**config.mk**
```make
export PLATFORM = sky130hd
export DESIGN_NAME = asram_ctrl
export DESIGN_NICKNAME = d
export VERILOG_FILES = /design/src/rtl/asram_pkg.sv /design/src/rtl/asram_ctl.sv /design/src/rtl/asram_dpath.sv /design/src/rtl/asram_ctrl.sv
export SDC_FILE = /design/constraint.sdc
export NUM_CORES = 1
export LEC_CHECK = 0
export ABC_AREA = 1
export CAP_MARGIN = 25
export CORE_UTILIZATION = 50
export DETAILED_ROUTE_END_ITERATION = 8
export DONT_BUFFER_PORTS = 1
export HOLD_SLACK_MARGIN = 0.03
export PLACE_DENSITY = 0.61
export SYNTH_ARGS = -nofsm -noshare
export SYNTH_HDL_FRONTEND = slang
export SYNTH_SLANG_ARGS = --single-unit
export TNS_END_PERCENT = 50
```
**constraint.sdc**
```tcl
create_clock -name clk -period 2.3 [get_ports clk]
set_input_delay 0.46 -clock clk [delete_from_list [all_inputs] [get_ports clk]]
set_output_delay 0.46 -clock clk [all_outputs]
set_load 0.01 [all_outputs]
```
**src/rtl/asram_pkg.sv**
```systemverilog
package asram_pkg;

  typedef enum logic [2:0] {
    ST_IDLE   = 3'd0,
    ST_SETUP  = 3'd1,
    ST_ACCESS = 3'd2,
    ST_HOLD   = 3'd3,
    ST_TURN   = 3'd4
  } ctlState_e;

  // Control-to-datapath strobes. loadReq and capture act at the coming
  // edge; the *On fields are the pin levels for the coming cycle.
  typedef struct packed {
    logic loadReq;
    logic capture;
    logic ceOn;
    logic weOn;
    logic oeOn;
    logic driveOn;
    logic ackOn;
  } strobe_t;

endpackage

```
**src/rtl/asram_ctl.sv**
```systemverilog
module asram_ctl
  import asram_pkg::*;
#(
  parameter int ADDR_ACC_CYC = 4,
  parameter int OE_ACC_CYC   = 2,
  parameter int WE_PULSE_CYC = 3
) (
  input  logic    clk,
  input  logic    rst,
  input  logic    reqValid,
  input  logic    reqWrite,
  output strobe_t strb
);

  localparam int RD_SETUP_CYC = ADDR_ACC_CYC - OE_ACC_CYC;
  localparam int WR_SETUP_CYC = (ADDR_ACC_CYC > WE_PULSE_CYC + 1) ?
                                (ADDR_ACC_CYC - WE_PULSE_CYC - 1) : 1;
  localparam int MAX_A   = (RD_SETUP_CYC > WR_SETUP_CYC) ? RD_SETUP_CYC : WR_SETUP_CYC;
  localparam int MAX_B   = (OE_ACC_CYC > WE_PULSE_CYC) ? OE_ACC_CYC : WE_PULSE_CYC;
  localparam int MAX_CYC = (MAX_A > MAX_B) ? MAX_A : MAX_B;
  localparam int CNT_W   = $clog2(MAX_CYC + 1);

  localparam logic [CNT_W-1:0] RD_SETUP_LD = CNT_W'(RD_SETUP_CYC - 1);
  localparam logic [CNT_W-1:0] WR_SETUP_LD = CNT_W'(WR_SETUP_CYC - 1);
  localparam logic [CNT_W-1:0] OE_LD       = CNT_W'(OE_ACC_CYC - 1);
  localparam logic [CNT_W-1:0] WE_LD       = CNT_W'(WE_PULSE_CYC - 1);

  ctlState_e        state, stateNext;
  logic [CNT_W-1:0] waitCnt, cntNext;
  logic             isWrite, isWriteNext;
  logic             lastRead, lastReadNext;
  logic             loadReq, capture;

  always_comb begin
    stateNext    = state;
    cntNext      = waitCnt;
    loadReq      = 1'b0;
    capture      = 1'b0;
    lastReadNext = lastRead;
    unique case (state)
      ST_IDLE: begin
        if (reqValid) begin
          loadReq = 1'b1;
          if (reqWrite && lastRead) begin
            stateNext = ST_TURN;
          end else begin
            stateNext = ST_SETUP;
            cntNext   = reqWrite ? WR_SETUP_LD : RD_SETUP_LD;
          end
        end
      end
      ST_TURN: begin
        stateNext = ST_SETUP;
        cntNext   = WR_SETUP_LD;
      end
      ST_SETUP: begin
        if (waitCnt == '0) begin
          stateNext = ST_ACCESS;
          cntNext   = isWrite ? WE_LD : OE_LD;
        end else begin
          cntNext = waitCnt - 1'b1;
        end
      end
      ST_ACCESS: begin
        if (waitCnt == '0) begin
          stateNext = ST_HOLD;
          capture   = ~isWrite;
        end else begin
          cntNext = waitCnt - 1'b1;
        end
      end
      ST_HOLD: begin
        stateNext    = ST_IDLE;
        lastReadNext = ~isWrite;
      end
      default: stateNext = ST_IDLE;
    endcase
  end

  assign isWriteNext = loadReq ? reqWrite : isWrite;

  // Pin levels decoded from the next state so the datapath flops them
  // without adding a cycle of lag.
  always_comb begin
    strb.loadReq = loadReq;
    strb.capture = capture;
    strb.ceOn    = (stateNext == ST_SETUP) || (stateNext == ST_ACCESS) ||
                   (stateNext == ST_HOLD);
    strb.weOn    = (stateNext == ST_ACCESS) && isWriteNext;
    strb.oeOn    = (stateNext == ST_ACCESS) && !isWriteNext;
    strb.driveOn = isWriteNext && ((stateNext == ST_ACCESS) || (stateNext == ST_HOLD));
    strb.ackOn   = (stateNext == ST_HOLD);
  end

  always_ff @(posedge clk) begin
    if (rst) begin
      state    <= ST_IDLE;
      waitCnt  <= '0;
      isWrite  <= 1'b0;
      lastRead <= 1'b0;
    end else begin
      state    <= stateNext;
      waitCnt  <= cntNext;
      isWrite  <= isWriteNext;
      lastRead <= lastReadNext;
    end
  end

  // the quiet cycle is entered only for a write that follows a read
  assert_turn_after_read_R6: assert property (@(posedge clk) disable iff (rst)
    (state == ST_TURN) |-> (isWrite && lastRead));

  // the strobe phase is always preceded by the setup phase
  assert_setup_first_R4: assert property (@(posedge clk) disable iff (rst)
    (state == ST_ACCESS && $past(state) != ST_ACCESS) |-> ($past(state) == ST_SETUP));

  // the request is held only while no access is running
  assert_single_outstanding_R8: assert property (@(posedge clk) disable iff (rst)
    (state != ST_IDLE) |=> !(strb.loadReq && state != ST_IDLE));

endmodule

```
**src/rtl/asram_dpath.sv**
```systemverilog
module asram_dpath
  import asram_pkg::*;
#(
  parameter int ADDR_W = 15,
  parameter int DATA_W = 8
) (
  input  logic              clk,
  input  logic              rst,
  input  strobe_t           strb,
  input  logic [ADDR_W-1:0] reqAddr,
  input  logic [DATA_W-1:0] reqWdata,
  input  logic [DATA_W-1:0] memDin,
  output logic [ADDR_W-1:0] memAddr,
  output logic [DATA_W-1:0] memDout,
  output logic              memDoutEn,
  output logic              memCeN,
  output logic              memWeN,
  output logic              memOeN,
  output logic [DATA_W-1:0] rdData,
  output logic              ack
);

  logic [ADDR_W-1:0] addrQ;
  logic [DATA_W-1:0] dataQ;

  always_ff @(posedge clk) begin
    if (rst) begin
      addrQ <= '0;
      dataQ <= '0;
    end else if (strb.loadReq) begin
      addrQ <= reqAddr;
      dataQ <= reqWdata;
    end
  end

  always_ff @(posedge clk) begin
    if (rst) begin
      rdData <= '0;
    end else if (strb.capture) begin
      rdData <= memDin;
    end
  end

  always_ff @(posedge clk) begin
    if (rst) begin
      memCeN    <= 1'b1;
      memWeN    <= 1'b1;
      memOeN    <= 1'b1;
      memDoutEn <= 1'b0;
      ack       <= 1'b0;
    end else begin
      memCeN    <= ~strb.ceOn;
      memWeN    <= ~strb.weOn;
      memOeN    <= ~strb.oeOn;
      memDoutEn <= strb.driveOn;
      ack       <= strb.ackOn;
    end
  end

  assign memAddr = addrQ;
  assign memDout = dataQ;

  assert_ack_single_R7: assert property (@(posedge clk) disable iff (rst)
    ack |=> !ack);

  assert_standby_after_ack_R2: assert property (@(posedge clk) disable iff (rst)
    ack |=> (memCeN && !memDoutEn));

  assert_drive_after_oe_R5: assert property (@(posedge clk) disable iff (rst)
    (memDoutEn && !$past(memDoutEn)) |-> ($past(memOeN) && memOeN));

  assert_no_contention_R5: assert property (@(posedge clk) disable iff (rst)
    memDoutEn |-> memOeN);

  assert_we_setup_R4: assert property (@(posedge clk) disable iff (rst)
    $fell(memWeN) |-> !$past(memCeN));

  assert_we_hold_R4: assert property (@(posedge clk) disable iff (rst)
    $rose(memWeN) |-> (!memCeN && memDoutEn && $stable(memAddr) && $stable(memDout)));

  assert_read_strobes_R3: assert property (@(posedge clk) disable iff (rst)
    !memOeN |-> (!memCeN && memWeN));

  assert_addr_stable_R8: assert property (@(posedge clk) disable iff (rst)
    (!memCeN && !$past(memCeN)) |-> $stable(memAddr));

endmodule

```
**src/rtl/asram_ctrl.sv**
```systemverilog
module asram_ctrl
  import asram_pkg::*;
#(
  parameter int ADDR_W       = 15,
  parameter int DATA_W       = 8,
  parameter int ADDR_ACC_CYC = 4,
  parameter int OE_ACC_CYC   = 2,
  parameter int WE_PULSE_CYC = 3
) (
  input  logic              clk,
  input  logic              rst,
  input  logic              reqValid,
  input  logic              reqWrite,
  input  logic [ADDR_W-1:0] reqAddr,
  input  logic [DATA_W-1:0] reqWdata,
  output logic              ack,
  output logic [DATA_W-1:0] rdData,
  output logic [ADDR_W-1:0] memAddr,
  output logic              memCeN,
  output logic              memWeN,
  output logic              memOeN,
  output logic [DATA_W-1:0] memDout,
  output logic              memDoutEn,
  input  logic [DATA_W-1:0] memDin
);

  strobe_t strb;

  asram_ctl #(
    .ADDR_ACC_CYC(ADDR_ACC_CYC),
    .OE_ACC_CYC  (OE_ACC_CYC),
    .WE_PULSE_CYC(WE_PULSE_CYC)
  ) u_ctl (
    .clk     (clk),
    .rst     (rst),
    .reqValid(reqValid),
    .reqWrite(reqWrite),
    .strb    (strb)
  );

  asram_dpath #(
    .ADDR_W(ADDR_W),
    .DATA_W(DATA_W)
  ) u_dpath (
    .clk      (clk),
    .rst      (rst),
    .strb     (strb),
    .reqAddr  (reqAddr),
    .reqWdata (reqWdata),
    .memDin   (memDin),
    .memAddr  (memAddr),
    .memDout  (memDout),
    .memDoutEn(memDoutEn),
    .memCeN   (memCeN),
    .memWeN   (memWeN),
    .memOeN   (memOeN),
    .rdData   (rdData),
    .ack      (ack)
  );

endmodule

```
==> PnR_summary.wiki, run 1 <==
{| class="wikitable"
! Metric !! Value
|-
| Peak Freq || 0.6756 GHz
|-
| Xor and xnor area share after synthesis || 0%
|-
| Nets in the synthesized netlist || roughly 250
|-
| Hold-critical path depth || 1
|-
| Final HPWL DP || 2.410 mm
|-
| Share of the cycle needed by the critical path after routing || between 60 and 70%
|-
| Synth cell count leaders || nand2_1, dfxtp_1, nor2_1
|-
| Final count of hold timing violations || 0
|-
| All-Layer GR Usage || just under 20%
|-
| Number of top-level design ports || 71
|-
| Wl on met1 || 1.265 mm
|-
| Clock network fraction of total power || between 10% and 20%
|-
| Post-cts resize count || 0
|-
| Synth warn || 0
|-
| Buffering stage count on the worst path with inverters included || 2
|-
| Arrival time at the worst endpoint || 1730 ps
|-
| Adder-cell share of the synthesized area || less than 1%
|-
| Nets || 247
|-
| Routed via count divided by cell count || slightly above 5
|-
| First-pass GRT wire length || 4.892 mm
|-
| Part of the power in combinational logic || between 20% and 30%
|-
| Total internal power || 0.001258 W
|-
| Topmost layer with routed signal wires || met4
|-
| Family of cells with the greatest summed delay on the critical path || simple AND/OR/NAND/NOR gates
|-
| Via total after detailed routing || ~1.3k
|-
| Switching power as a share of total power || a little under two fifths
|-
| Post-route antenna net violation count || 0
|-
| Main combinational cell family by area after synthesis || simple AND/OR/NAND/NOR gates
|-
| Outcome || finished clean
|-
| Worst Setup End Kind || register
|-
| Fin Hold WS || 161.0 ps
|-
| Detailed route wirelength on metal3 || 265 µm
|-
| Post-synthesis register bit count || 43
|-
| Post-CTS Repair Setup Buffers || 0
|-
| Number of maximum-capacitance violations || 0
|-
| WP data required || 2550 ps
|-
| Portion of total power attributed to sequential cells || between 50% and 60%
|-
| Power Dens Cells || approximately 1200 nW/µm²
|-
| Relative slew slack || about four fifths
|-
| Clock latency of the later-clocked register in the worst-skew pair || roughly 350 ps
|-
| Fraction of the mapped netlist area in simple logic gates || between 20 and 30%
|-
| Post-CTS Hold Fix Bufs || 0
|-
| Total gr overflow || 0
|-
| Pin slew with the least headroom to its limit || approximately 290 ps
|-
| Cell accounting for the most synthesized area || dfxtp_1
|-
| Clock-pin slew reported for the worst setup and hold paths after clock tree synthesis || 110 ps
|-
| RSZ-0062 raised after global routing || false
|-
| Port-buffer cells || 0
|-
| Die outline width || about 59 µm
|-
| Worst IR Drop VDD || approximately 470 µV
|-
| DRC violation total after the first TritonRoute iteration || 44
|-
| Critical path type || reg2reg
|-
| Layout cells sized above 1 || 8.962%
|-
| Most instantiated library cell after synthesis || nand2_1
|-
| Number of enable-type register cells in the synthesized netlist || 0
|-
| Worst min-delay path class || in2reg
|-
| Count of distinct cell types in the synthesized netlist || 27
|-
| Clock tree buffer depth || 2
|-
| Placeable core region || ~3100 µm²
|-
| Wire per inst || approximately 13 µm
|-
| Power, Total || 0.002009 W
|-
| Clock tree from TritonCTS || yes
|-
| Number of stages on the worst setup path || 7
|-
| Largest net degree at the start of global routing || 32
|-
| R2R depth || 7
|-
| Compound-gate portion of the synthesized area || 11.56%
|-
| Share of cell area taken by muxes after synthesis || 0%
|-
| CTS Buf Count || 5
|-
| Num rows || 20
|-
| Worst path max stage delay || roughly 340 ps
|-
| Shortest clock period the worst path allows after layout || 1480 ps
|-
| Number of antenna violations at the first check in global routing || 0
|-
| Root cell of the clock tree || clkbuf_4
|-
| Synthesized instance count || ~210
|-
| Leading cell types by total area after synthesis || dfxtp_1, nand2_1, a21oi_1
|-
| RD Place Congestion || 0.7194
|-
| Synthesis-to-finish area growth || 4.259%
|-
| Static leakage || 0.7069 nW
|-
| Startpoint class of the critical path || register
|-
| Clock Sinks || 43
|-
| Residual DRC count || 0
|-
| Fraction of registers with async set or reset after synthesis || 0%
|-
| Net Sw Power || around 0.00075 W
|-
| Post-synth top area share || between 50% and 60%
|-
| Final number of setup-violating endpoints || 0
|-
| Worst clock skew on the final layout || around 5 ps
|-
| Total Die Area || 3524 µm²
|-
| Largest driver fanout on the critical path || 9
|-
| Diode count || 0
|-
| Crit path max-delay cell type || dfxtp_1
|-
| Accumulated negative setup slack || 0 ps
|-
| Cell-by-cell listing of the critical path || inv_1 -> ha_1 -> nand2_1 -> nor2_4 -> inv_1 -> nor2_1 -> nor2_1
|-
| DRT Pass-1 Iters || 4
|-
| Main flop type after synthesis || dfxtp_1
|-
| Final number of max-transition violations || 0
|-
| Routed wire length || between 3 and 4 mm
|-
| Average instance area after synthesis || around 7.8 µm²
|-
| Vias in the first global route || 1,183
|-
| Die Height || ~60 µm
|-
| Mapped cell area || around 1600 µm²
|-
| Sequential fraction of the synthesis area || a little over half
|-
| Initial core utilization || 53.46%
|-
| Clock H-tree levels || 2
|-
| Detail Route met2 WL || between 1.5 and 2 mm
|}
==> registers in the layout, indices dropped and copies added (netlist names) <==
register / cells
u_dpath.memAddr: 15
u_dpath.memDout: 8
u_dpath.rdData: 8
u_ctl.state: 3
u_ctl.waitCnt: 2
u_ctl.isWrite: 1
u_ctl.lastRead: 1
u_dpath.ack: 1
u_dpath.memCeN: 1
u_dpath.memDoutEn: 1
u_dpath.memOeN: 1
u_dpath.memWeN: 1
==> metrics by stage <==
step | setup slack, ps | area [µm²] | utilization, % | std cells
finish | 819.9 | 1715 | 55.73 | 256
CTS | 817.7 | 1715 | 55.73 | 256
global route | 694.8 | 1715 | 55.73 | 256
floorplan | 1073 | 1645 | - | 212
detailed placement | 833.4 | 1647 | 53.50 | 248
global placement | 916.7 | 1647 | 53.50 | 248
==> path summary, 6_finish.rpt <==
kind	start	endpoint	slack, ps
worst max-delay path	u_ctl.waitCnt[0]	u_dpath.rdData[6]	820
worst min-delay path	rst	u_dpath.memDout[1]	160
worst max register to register	u_ctl.waitCnt[0]	u_dpath.rdData[6]	820
worst min register to register	u_dpath.memAddr[2]	u_dpath.memAddr[2]	510
==> kinds of logic after synthesis <==
| family | Yosys count |
|---|---|
| AND/OR/NAND/NOR | 111 |
| flip-flops | 43 |
| AO/OA/AOI/OAI | 37 |
| buffers and inverters | 20 |
| adder cells (fa/ha/maj) | 1 |
==> per-layer routing <==
metal	GRT usage (%)	vias up
met4	9.184	0
li1	-	672
met5	0	-
met1	18.47	579
met2	35.63	40
met3	7.424	7
==> cell type report <==
type / count / area (µm²)
fillers: 300 / 1363
multi-input cells: 149 / 683.2
clock buffers: 8 / 68.82
inverters: 12 / 47.55
well taps: 44 / 55.05
flip-flops and latches: 43 / 860.8
==> placed cells by master (no fill, tap or decap), drive strengths merged, types with 2 or more instances in the layout <==
cell type  count
nand2         67
dfxtp         43
nor2          33
a21oi         24
inv           12
o21ai         10
clkbuf         8
nand3          6
nor3           2
==> power groups by stage <==
stage	logic (W)	registers, W	clock network, W
2_1_floorplan	0.000533	0.00102	0
3_3_place_gp	0.000560	0.00104	0
3_5_place_dp	0.000589	0.00104	0
4_1_cts	0.000591	0.00103	0.000418
5_1_grt	0.000673	0.00104	0.000448
6_report	0.000584	0.00102	0.000401
Note: power is estimated with default switching activity, not from simulation.
==> run 2, diff against run 1 <==
--- a/config.mk
+++ b/config.mk
@@ -5,7 +5,7 @@
 export SDC_FILE = /design/constraint.sdc
 export NUM_CORES = 1
 export LEC_CHECK = 0
-export ABC_AREA = 1
+export ABC_AREA = 0
 export CAP_MARGIN = 25
 export CORE_UTILIZATION = 50
 export DETAILED_ROUTE_END_ITERATION = 8
==> constraint.sdc (replaced) <==
create_clock -name clk -period 1.4 [get_ports clk]
set_input_delay 0.28 -clock clk [delete_from_list [all_inputs] [get_ports clk]]
set_output_delay 0.28 -clock clk [all_outputs]
set_load 0.01 [all_outputs]
==> run 2 against run 1 <==
  * The flow now finishes with violations (hold timing, setup timing)
  * Register-to-register slack worse by 860 ps
  * Count of clock-buffer cells in the layout shrank 2
  * Design area increased by 23%
  * Sequential share of layout area down 9.1 points
  * Sequential cell count stayed put
  * Clock skew rose by 5.2 ps
  * Worst hold slack lost 180 ps
  * Synthesized cell count fell by 11%
  * Sequential power grew 51%
  * First-iteration DRC count grew 9.1%
  * Fmax is 2.7% higher
  * Critical path type unchanged
  * Critical endpoint is now u_dpath.memDout[6]
  * Largest cell class unchanged
  * Highest routed layer unchanged
==> PnR_summary.wiki, run 2 <==
{| class="wikitable"
! Metric !! Value
|-
| Power Dens Cells || 1600 nW/µm² (was 1171 nW/µm²)
|-
| Critical path type || reg2reg (unchanged)
|-
| Synth cell count leaders || nand2_1, dfxtp_1, a21oi_1 (was nand2_1, dfxtp_1, nor2_1)
|-
| Largest driver fanout on the critical path || 11 (was 9)
|-
| Crit path setup slack, layout || -40.57 ps (was 819.9 ps)
|-
| Initial core utilization || 53.51% (was 53.46%)
|-
| CTS Buf Count || 5 (unchanged)
|-
| Sequential fraction of the synthesis area || 51.85% (was 52.32%)
|-
| Layout cells sized above 1 || 34.62% (was 8.962%)
|-
| Failing checks || hold timing, setup timing
|-
| Total internal power || 0.002350 W (was 0.001258 W)
|-
| Die outline width || 59.63 µm (was 59.37 µm)
|-
| Shortest clock period the worst path allows after layout || 1441 ps (was 1480 ps)
|-
| Portion of total power attributed to sequential cells || 45.4% (was 51.0%)
|-
| Peak Freq || 0.6942 GHz (was 0.6756 GHz)
|-
| Diode count || 0 (unchanged)
|-
| Routed wire length || 3.875 mm (was 3.326 mm)
|-
| Residual DRC count || 0 (unchanged)
|-
| Routed via count divided by cell count || 5.357 (was 5.070)
|-
| Outcome || finished, violations left (was finished clean)
|-
| RSZ-0062 raised after global routing || true (was false)
|-
| Adder-cell share of the synthesized area || 0.7536% (was 0.7605%)
|-
| Clock tree buffer depth || 2 (unchanged)
|-
| Startpoint class of the critical path || register (unchanged)
|-
| DRT Pass-1 Iters || 4 (unchanged)
|-
| Number of maximum-capacitance violations || 0 (unchanged)
|-
| Worst IR Drop VDD || 951.9 µV (was 467.6 µV)
|-
| Arrival time at the worst endpoint || 1710 ps (was 1730 ps)
|-
| Num rows || 20 (unchanged)
|-
| Vias in the first global route || 1,177 (was 1,183)
|-
| Share of the cycle needed by the critical path after routing || 102.9% (was 64.35%)
|-
| Part of the power in combinational logic || 31.1% (was 29.1%)
|-
| Power, Total || 0.003385 W (was 0.002009 W)
|-
| Xor and xnor area share after synthesis || 0% (unchanged)
|-
| Number of enable-type register cells in the synthesized netlist || 0 (unchanged)
|-
| Cell accounting for the most synthesized area || dfxtp_1 (unchanged)
|-
| Post-synthesis register bit count || 43 (unchanged)
|-
| Relative slew slack || 79.06% (was 80.73%)
|-
| Post-route antenna net violation count || 0 (unchanged)
|-
| Worst min-delay path class || in2reg (unchanged)
|-
| First-pass GRT wire length || 5.099 mm (was 4.892 mm)
|-
| Main flop type after synthesis || dfxtp_1 (unchanged)
|-
| Die Height || 59.63 µm (was 59.37 µm)
|-
| Final count of hold timing violations || 10 (was 0)
|-
| Synth warn || 0 (unchanged)
|-
| RD Place Congestion || 0.8859 (was 0.7194)
|-
| Total Die Area || 3555 µm² (was 3524 µm²)
|-
| Clock network fraction of total power || 23.5% (was 19.9%)
|-
| Leading cell types by total area after synthesis || dfxtp_1, nand2_1, a21oi_1 (unchanged)
|-
| Final number of max-transition violations || 0 (unchanged)
|-
| Placeable core region || 3103 µm² (was 3078 µm²)
|-
| Static leakage || 0.7976 nW (was 0.7069 nW)
|-
| Final number of setup-violating endpoints || 8 (was 0)
|-
| Number of antenna violations at the first check in global routing || 0 (unchanged)
|-
| Nets in the synthesized netlist || 224 (was 248)
|-
| Mapped cell area || 1660 µm² (was 1645 µm²)
|-
| Number of top-level design ports || 71 (unchanged)
|-
| Via total after detailed routing || 1,350 (was 1,298)
|-
| Share of cell area taken by muxes after synthesis || 5.426% (was 0%)
|-
| Flip-flop count of the largest register, all copies and words added || 15 (unchanged)
|-
| Clock Sinks || 43 (unchanged)
|-
| Pin slew with the least headroom to its limit || 311.4 ps (was 288.8 ps)
|-
| Main combinational cell family by area after synthesis || simple AND/OR/NAND/NOR gates (unchanged)
|-
| Clock latency of the later-clocked register in the worst-skew pair || 340 ps (was 350 ps)
|-
| Commonest non-fill, non-tap cell in the layout || nand2_1 (unchanged)
|-
| Clock tree from TritonCTS || yes (unchanged)
|-
| WP data required || 1670 ps (was 2550 ps)
|-
| Net Sw Power || 0.001034 W (was 0.0007516 W)
|-
| Largest net degree at the start of global routing || 42 (was 32)
|-
| Total gr overflow || 0 (unchanged)
|-
| All-Layer GR Usage || 19.35% (was 19.27%)
|-
| Root cell of the clock tree || clkbuf_4 (unchanged)
|-
| DRC violation total after the first TritonRoute iteration || 48 (was 44)
|-
| Average instance area after synthesis || 8.832 µm² (was 7.761 µm²)
|-
| Wire per inst || 15.38 µm (was 12.99 µm)
|-
| Fin Hold WS || -19.45 ps (was 161.0 ps)
|-
| Most instantiated library cell after synthesis || nand2_1 (unchanged)
|-
| Switching power as a share of total power || 30.56% (was 37.41%)
|-
| Compound-gate portion of the synthesized area || 15.07% (was 11.56%)
|-
| Nets || 243 (was 247)
|-
| Synthesis-to-finish area growth || 27.43% (was 4.259%)
|-
| Commonest non-fill, non-tap cells in the layout || nand2_1, dfxtp_1, buf_4, a21oi_2 (was nand2_1, dfxtp_1, nor2_1, a21oi_1, o21ai_0)
|-
| Fraction of registers with async set or reset after synthesis || 0% (unchanged)
|-
| Fraction of the mapped netlist area in simple logic gates || 21.25% (was 29.20%)
|-
| Worst Setup End Kind || register (unchanged)
|-
| Post-synth top area share || 51.85% (was 52.32%)
|-
| Clock-pin slew reported for the worst setup and hold paths after clock tree synthesis || 120 ps (was 110 ps)
|-
| Count of distinct cell types in the synthesized netlist || 32 (was 27)
|-
| Port-buffer cells || 0 (unchanged)
|-
| Clock H-tree levels || 2 (unchanged)
|-
| Synthesized instance count || 188 (was 212)
|-
| Worst clock skew on the final layout || 10.35 ps (was 5.115 ps)
|-
| Final HPWL DP || 2.382 mm (was 2.410 mm)
|}
## run 2: critical path, cell delays in order (launching register included)
cell	delay, ps
dfxtp_4	400
buf_6	130
nor4b_4	280
buf_4	200
buf_8	140
nand2_1	80
a21oi_1	150
## run 2: logic make-up (layout without fill, tap and decap cells)
group / Yosys count / count (layout)
AO/OA/AOI/OAI: 41 / 41
AND/OR/NAND/NOR: 77 / 77
buffers and inverters: 17 / 37
flip-flops: 43 / 43
multiplexers: 9 / 9
adder cells (fa/ha/maj): 1 / 1
## run 2: per-stage QoR
step                util (%)  setup slack, ps  cells  TNS (ps)  cell area [µm²]
floorplan                  -           -10.99    188    -10.99             1679
global placement       57.50           -20.28    235    -133.3             1784
detailed placement     57.50           -72.74    235    -536.9             1784
CTS                    61.65           -66.01    247    -626.9             1913
global route           68.19           -109.7    252     -1835             2116
finish                 68.19           -40.57    252    -139.8             2116
## run 2: worst paths after layout
check | from | end | slack [ps] | cells after the start
worst max-delay path | u_ctl.state[2] | u_dpath.memDout[6] | -40 | 6
worst min-delay path | rst | u_dpath.memAddr[6] | -20 | 1
worst max register to register | u_ctl.state[2] | u_dpath.memDout[6] | -40 | 6
worst min register to register | u_dpath.memAddr[7] | u_dpath.memAddr[7] | 510 | 2
## run 2: area by class of cell
cell class	instances	area, µm²
clock buffer	6	51.30
clock inverter	2	35.03
fill	275	987.2
inverter	5	21.27
multi-input combinational	128	844.6
sequential	43	868.3
tap	44	55.05
timing repair buffer	24	240.2
## run 2: per-layer routing
metal	track usage, %	up-vias	part of all wire (%)	wire length (µm)
met5	0	-	0	0
met4	4.319	0	0.62	24
met3	7.205	2	5.8	225
met2	34.19	51	51	1975
met1	22.15	625	43	1650
li1	-	672	-	-
## run 2: power by group through the flow
stage / sequential, W / clock, W / combinational, W
final: 0.00154 / 0.000795 / 0.00105
after global routing: 0.00155 / 0.000894 / 0.00114
after CTS: 0.00153 / 0.000818 / 0.000798
after detailed placement: 0.00155 / 0 / 0.000723
after global placement: 0.00155 / 0 / 0.000689
after floorplan: 0.00152 / 0 / 0.000549
## run 2: what timing repair did
action                                  CTS  global route
endpoints found under the setup margin   31            40
endpoints found under the hold margin    36            36
gates cloned                              0             2
resized for setup                        10            42
buffers inserted                          4             3
pin swaps                                 5            12
==> run 3, diff against run 2 <==
--- a/config.mk
+++ b/config.mk
@@ -5,7 +5,7 @@
 export SDC_FILE = /design/constraint.sdc
 export NUM_CORES = 1
 export LEC_CHECK = 0
-export ABC_AREA = 0
+export ABC_AREA = 1
 export CAP_MARGIN = 25
 export CORE_UTILIZATION = 50
 export DETAILED_ROUTE_END_ITERATION = 8
==> run 3 against run 2 <==
  * The run ends with hold timing left
  * Design area shrank 17%
  * Critical path depth is the same
  * Via count shrank 3.6%
  * Non-clock buffer count shrank 21
  * Largest power group unchanged
  * First-iteration DRC count grew 27%
  * Worst setup slack gained 150 ps
  * Power grew 2.5%
  * Critical path type unchanged
  * Die area shrank 0.87%
  * Clock skew shrank 1.9 ps
  * Sequential cell count is the same
  * Sequential share of layout area grew 7.9 points
  * Largest cell class unchanged
  * Register-to-register slack gained 150 ps
==> PnR_summary.wiki, run 3 (same netlist as run 1, synthesis figures left out) <==
{| class="wikitable"
! Metric !! Value
|-
| Shortest clock period the worst path allows after layout || 1286 ps (was 1441 ps)
|-
| Clock Sinks || 43 (unchanged)
|-
| Buffering stage count on the worst path with inverters included || 1 (was 3)
|-
| Num rows || 20 (unchanged)
|-
| Final number of max-transition violations || 0 (unchanged)
|-
| Worst path max stage delay || 350 ps (was 400 ps)
|-
| Filler Cell Count || 312 (was 275)
|-
| Die outline width || 59.37 µm (was 59.63 µm)
|-
| Synthesis-to-finish area growth || 7.148% (was 27.43%)
|-
| Cell-by-cell listing of the critical path || inv_2 -> nand2_2 -> nor2_4 -> nand2_4 -> o21ai_1 -> nand3_1 (was buf_6 -> nor4b_4 -> buf_4 -> buf_8 -> nand2_1 -> a21oi_1)
|-
| Number of maximum-capacitance violations || 0 (unchanged)
|-
| Via total after detailed routing || 1,301 (was 1,350)
|-
| Number of top-level design ports || 71 (unchanged)
|-
| Total gr overflow || 0 (unchanged)
|-
| Share of the cycle needed by the critical path after routing || 91.87% (was 102.9%)
|-
| Part of the power in combinational logic || 28.5% (was 31.1%)
|-
| Arrival time at the worst endpoint || 1520 ps (was 1710 ps)
|-
| Family of cells with the greatest summed delay on the critical path || simple AND/OR/NAND/NOR gates (was buffers and inverters)
|-
| Port-buffer cells || 0 (unchanged)
|-
| Commonest non-fill, non-tap cell in the layout || nand2_1 (unchanged)
|-
| Worst min-delay path class || in2reg (unchanged)
|-
| Total internal power || 0.002229 W (was 0.002350 W)
|-
| All-Layer GR Usage || 17.77% (was 19.35%)
|-
| Switching power as a share of total power || 35.74% (was 30.56%)
|-
| Nets || 250 (was 243)
|-
| Clock latency of the later-clocked register in the worst-skew pair || 350 ps (was 340 ps)
|-
| Footprint of the multi-input gates || 685.7 µm² (was 844.6 µm²)
|-
| Post-route non-filler standard cell count || 259 (was 252)
|-
| Power Dens Cells || 1967 nW/µm² (was 1600 nW/µm²)
|-
| Sequential cell area || 863.3 µm² (was 868.3 µm²)
|-
| Largest driver fanout on the critical path || 11 (unchanged)
|-
| Placeable core region || 3078 µm² (was 3103 µm²)
|-
| Pin slew with the least headroom to its limit || 262.1 ps (was 311.4 ps)
|-
| Fin Hold WS || -23.29 ps (was -19.45 ps)
|-
| DP Cell Count || 250 (was 235)
|-
| Final number of setup-violating endpoints || 0 (was 8)
|-
| Final HPWL DP || 2.204 mm (was 2.382 mm)
|-
| Failing checks || hold timing (was hold timing, setup timing)
|-
| Net Sw Power || 0.001240 W (was 0.001034 W)
|-
| Critical path type || reg2reg (unchanged)
|-
| Total Die Area || 3524 µm² (was 3555 µm²)
|-
| Clock-pin slew reported for the worst setup and hold paths after clock tree synthesis || 120 ps (about the same)
|-
| DRC violation total after the first TritonRoute iteration || 61 (was 48)
|-
| Clock tree from TritonCTS || yes (unchanged)
|-
| Portion of total power attributed to sequential cells || 48.4% (was 45.4%)
|-
| Initial core utilization || 53.46% (was 53.51%)
|-
| Routed via count divided by cell count || 5.023 (was 5.357)
|-
| Crit path max-delay cell type || dfxtp_1 (was dfxtp_4)
|-
| Worst Setup End Kind || register (unchanged)
|-
| Diode count || 0 (unchanged)
|-
| Vias in the first global route || 1,051 (was 1,177)
|-
| Final count of hold timing violations || 29 (was 10)
|-
| First-pass GRT wire length || 4.547 mm (was 5.099 mm)
|-
| Largest net degree at the start of global routing || 32 (was 42)
|-
| Layout cells sized above 1 || 12.56% (was 34.62%)
|-
| CTS Buf Count || 5 (unchanged)
|-
| DRT Pass-1 Iters || 4 (unchanged)
|-
| Clock network fraction of total power || 23.1% (was 23.5%)
|-
| Startpoint class of the critical path || register (unchanged)
|-
| Crit path setup slack, layout || 113.8 ps (was -40.57 ps)
|-
| WP data required || 1630 ps (was 1670 ps)
|-
| Clock tree buffer depth || 2 (unchanged)
|-
| Commonest non-fill, non-tap cells in the layout || nand2_1, dfxtp_1, nor2_1, a21oi_1, o21ai_0 (was nand2_1, dfxtp_1, buf_4, a21oi_2)
|-
| Outcome || finished, violations left (unchanged)
|-
| Worst clock skew on the final layout || 8.424 ps (was 10.35 ps)
|-
| Worst IR Drop VDD || 972.3 µV (was 951.9 µV)
|-
| Relative slew slack || 82.41% (was 79.06%)
|-
| Static leakage || 0.7307 nW (was 0.7976 nW)
|-
| Die Height || 59.37 µm (was 59.63 µm)
|-
| Root cell of the clock tree || clkbuf_4 (unchanged)
|-
| Accumulated negative setup slack || 0 ps (was -139.8 ps)
|-
| Number of antenna violations at the first check in global routing || 0 (unchanged)
|-
| Wire per inst || 11.80 µm (was 15.38 µm)
|-
| Clock H-tree levels || 2 (unchanged)
|-
| Routed wire length || 3.057 mm (was 3.875 mm)
|-
| Placement Setup Slack || 11.45 ps (was -72.74 ps)
|-
| Residual DRC count || 0 (unchanged)
|-
| Post-route antenna net violation count || 0 (unchanged)
|-
| Flip-flop count of the largest register, all copies and words added || 15 (unchanged)
|-
| RD Place Congestion || 0.8511 (was 0.8859)
|-
| RSZ-0062 raised after global routing || false (was true)
|-
| Peak Freq || 0.7775 GHz (was 0.6942 GHz)
|}
-- run 3: cell count changes in the layout (fill, tap and decap cells not counted), sizes merged, moves of 2 or more --
cell	before	now
nand4b	2	0
a2bb2oi	2	0
nand3	2	6
o21ai	4	10
nor2	16	33
nand2	48	67
nor4b	2	0
inv	5	12
buf	23	3
a21boi	2	0
mux2i	9	0
-- run 3: final timing paths --
| kind | start | endpoint | slack, ps | cells past startpoint |
|---|---|---|---|---|
| worst max register to register | u_ctl.state[0] | u_dpath.memOeN | 110 | 6 |
| worst min register to register | u_dpath.memAddr[7] | u_dpath.memAddr[7] | 510 | 2 |
| worst min-delay path | rst | u_dpath.memAddr[9] | -20 | 1 |
| worst max-delay path | u_ctl.state[0] | u_dpath.memOeN | 110 | 6 |
-- run 3: repair_timing --
action                                  CTS  global route
gates resized for setup                   0             5
hold endpoints to repair                 30            30
setup buffers                             0             1
endpoints found under the setup margin    0            19
-- run 3: area by class of cell --
class / count / share of cell area, %
repair buffers: 3 / 1.278
clock inverters: 2 / 1.987
inverters: 12 / 2.839
clock buffers: 6 / 2.910
well taps: 44 / 3.123
multi-input cells: 149 / 38.89
flip-flops and latches: 43 / 48.97
-- run 3: through the flow --
step	utilization (%)	instance area (µm²)	power [W]	hold slack, ps
after floorplan	-	1645	0.002547	414.9
after detailed placement	53.98	1662	0.002687	354.5
after global routing	57.28	1763	0.003721	-57.80
after global placement	53.98	1662	0.002647	352.5
after CTS	56.79	1748	0.003489	-41.38
final	57.28	1763	0.003469	-23.29
-- run 3: layer usage --
metal / track usage [%] / wire, µm / vias to the layer above
met4: 8.163 / 52 / 0
met5: 0 / 0 / -
li1: - / - / 680
met3: 8.079 / 274 / 5
met1: 19.48 / 1242 / 571
met2: 29.21 / 1488 / 45
-- run 3: power groups by stage --
stage | registers (W) | logic [W] | clock network [W]
2_1_floorplan | 0.00167 | 0.000875 | 0
3_3_place_gp | 0.00170 | 0.000943 | 0
3_5_place_dp | 0.00171 | 0.000979 | 0
4_1_cts | 0.00168 | 0.000981 | 0.000829
5_1_grt | 0.00171 | 0.00113 | 0.000877
6_report | 0.00168 | 0.000988 | 0.000800
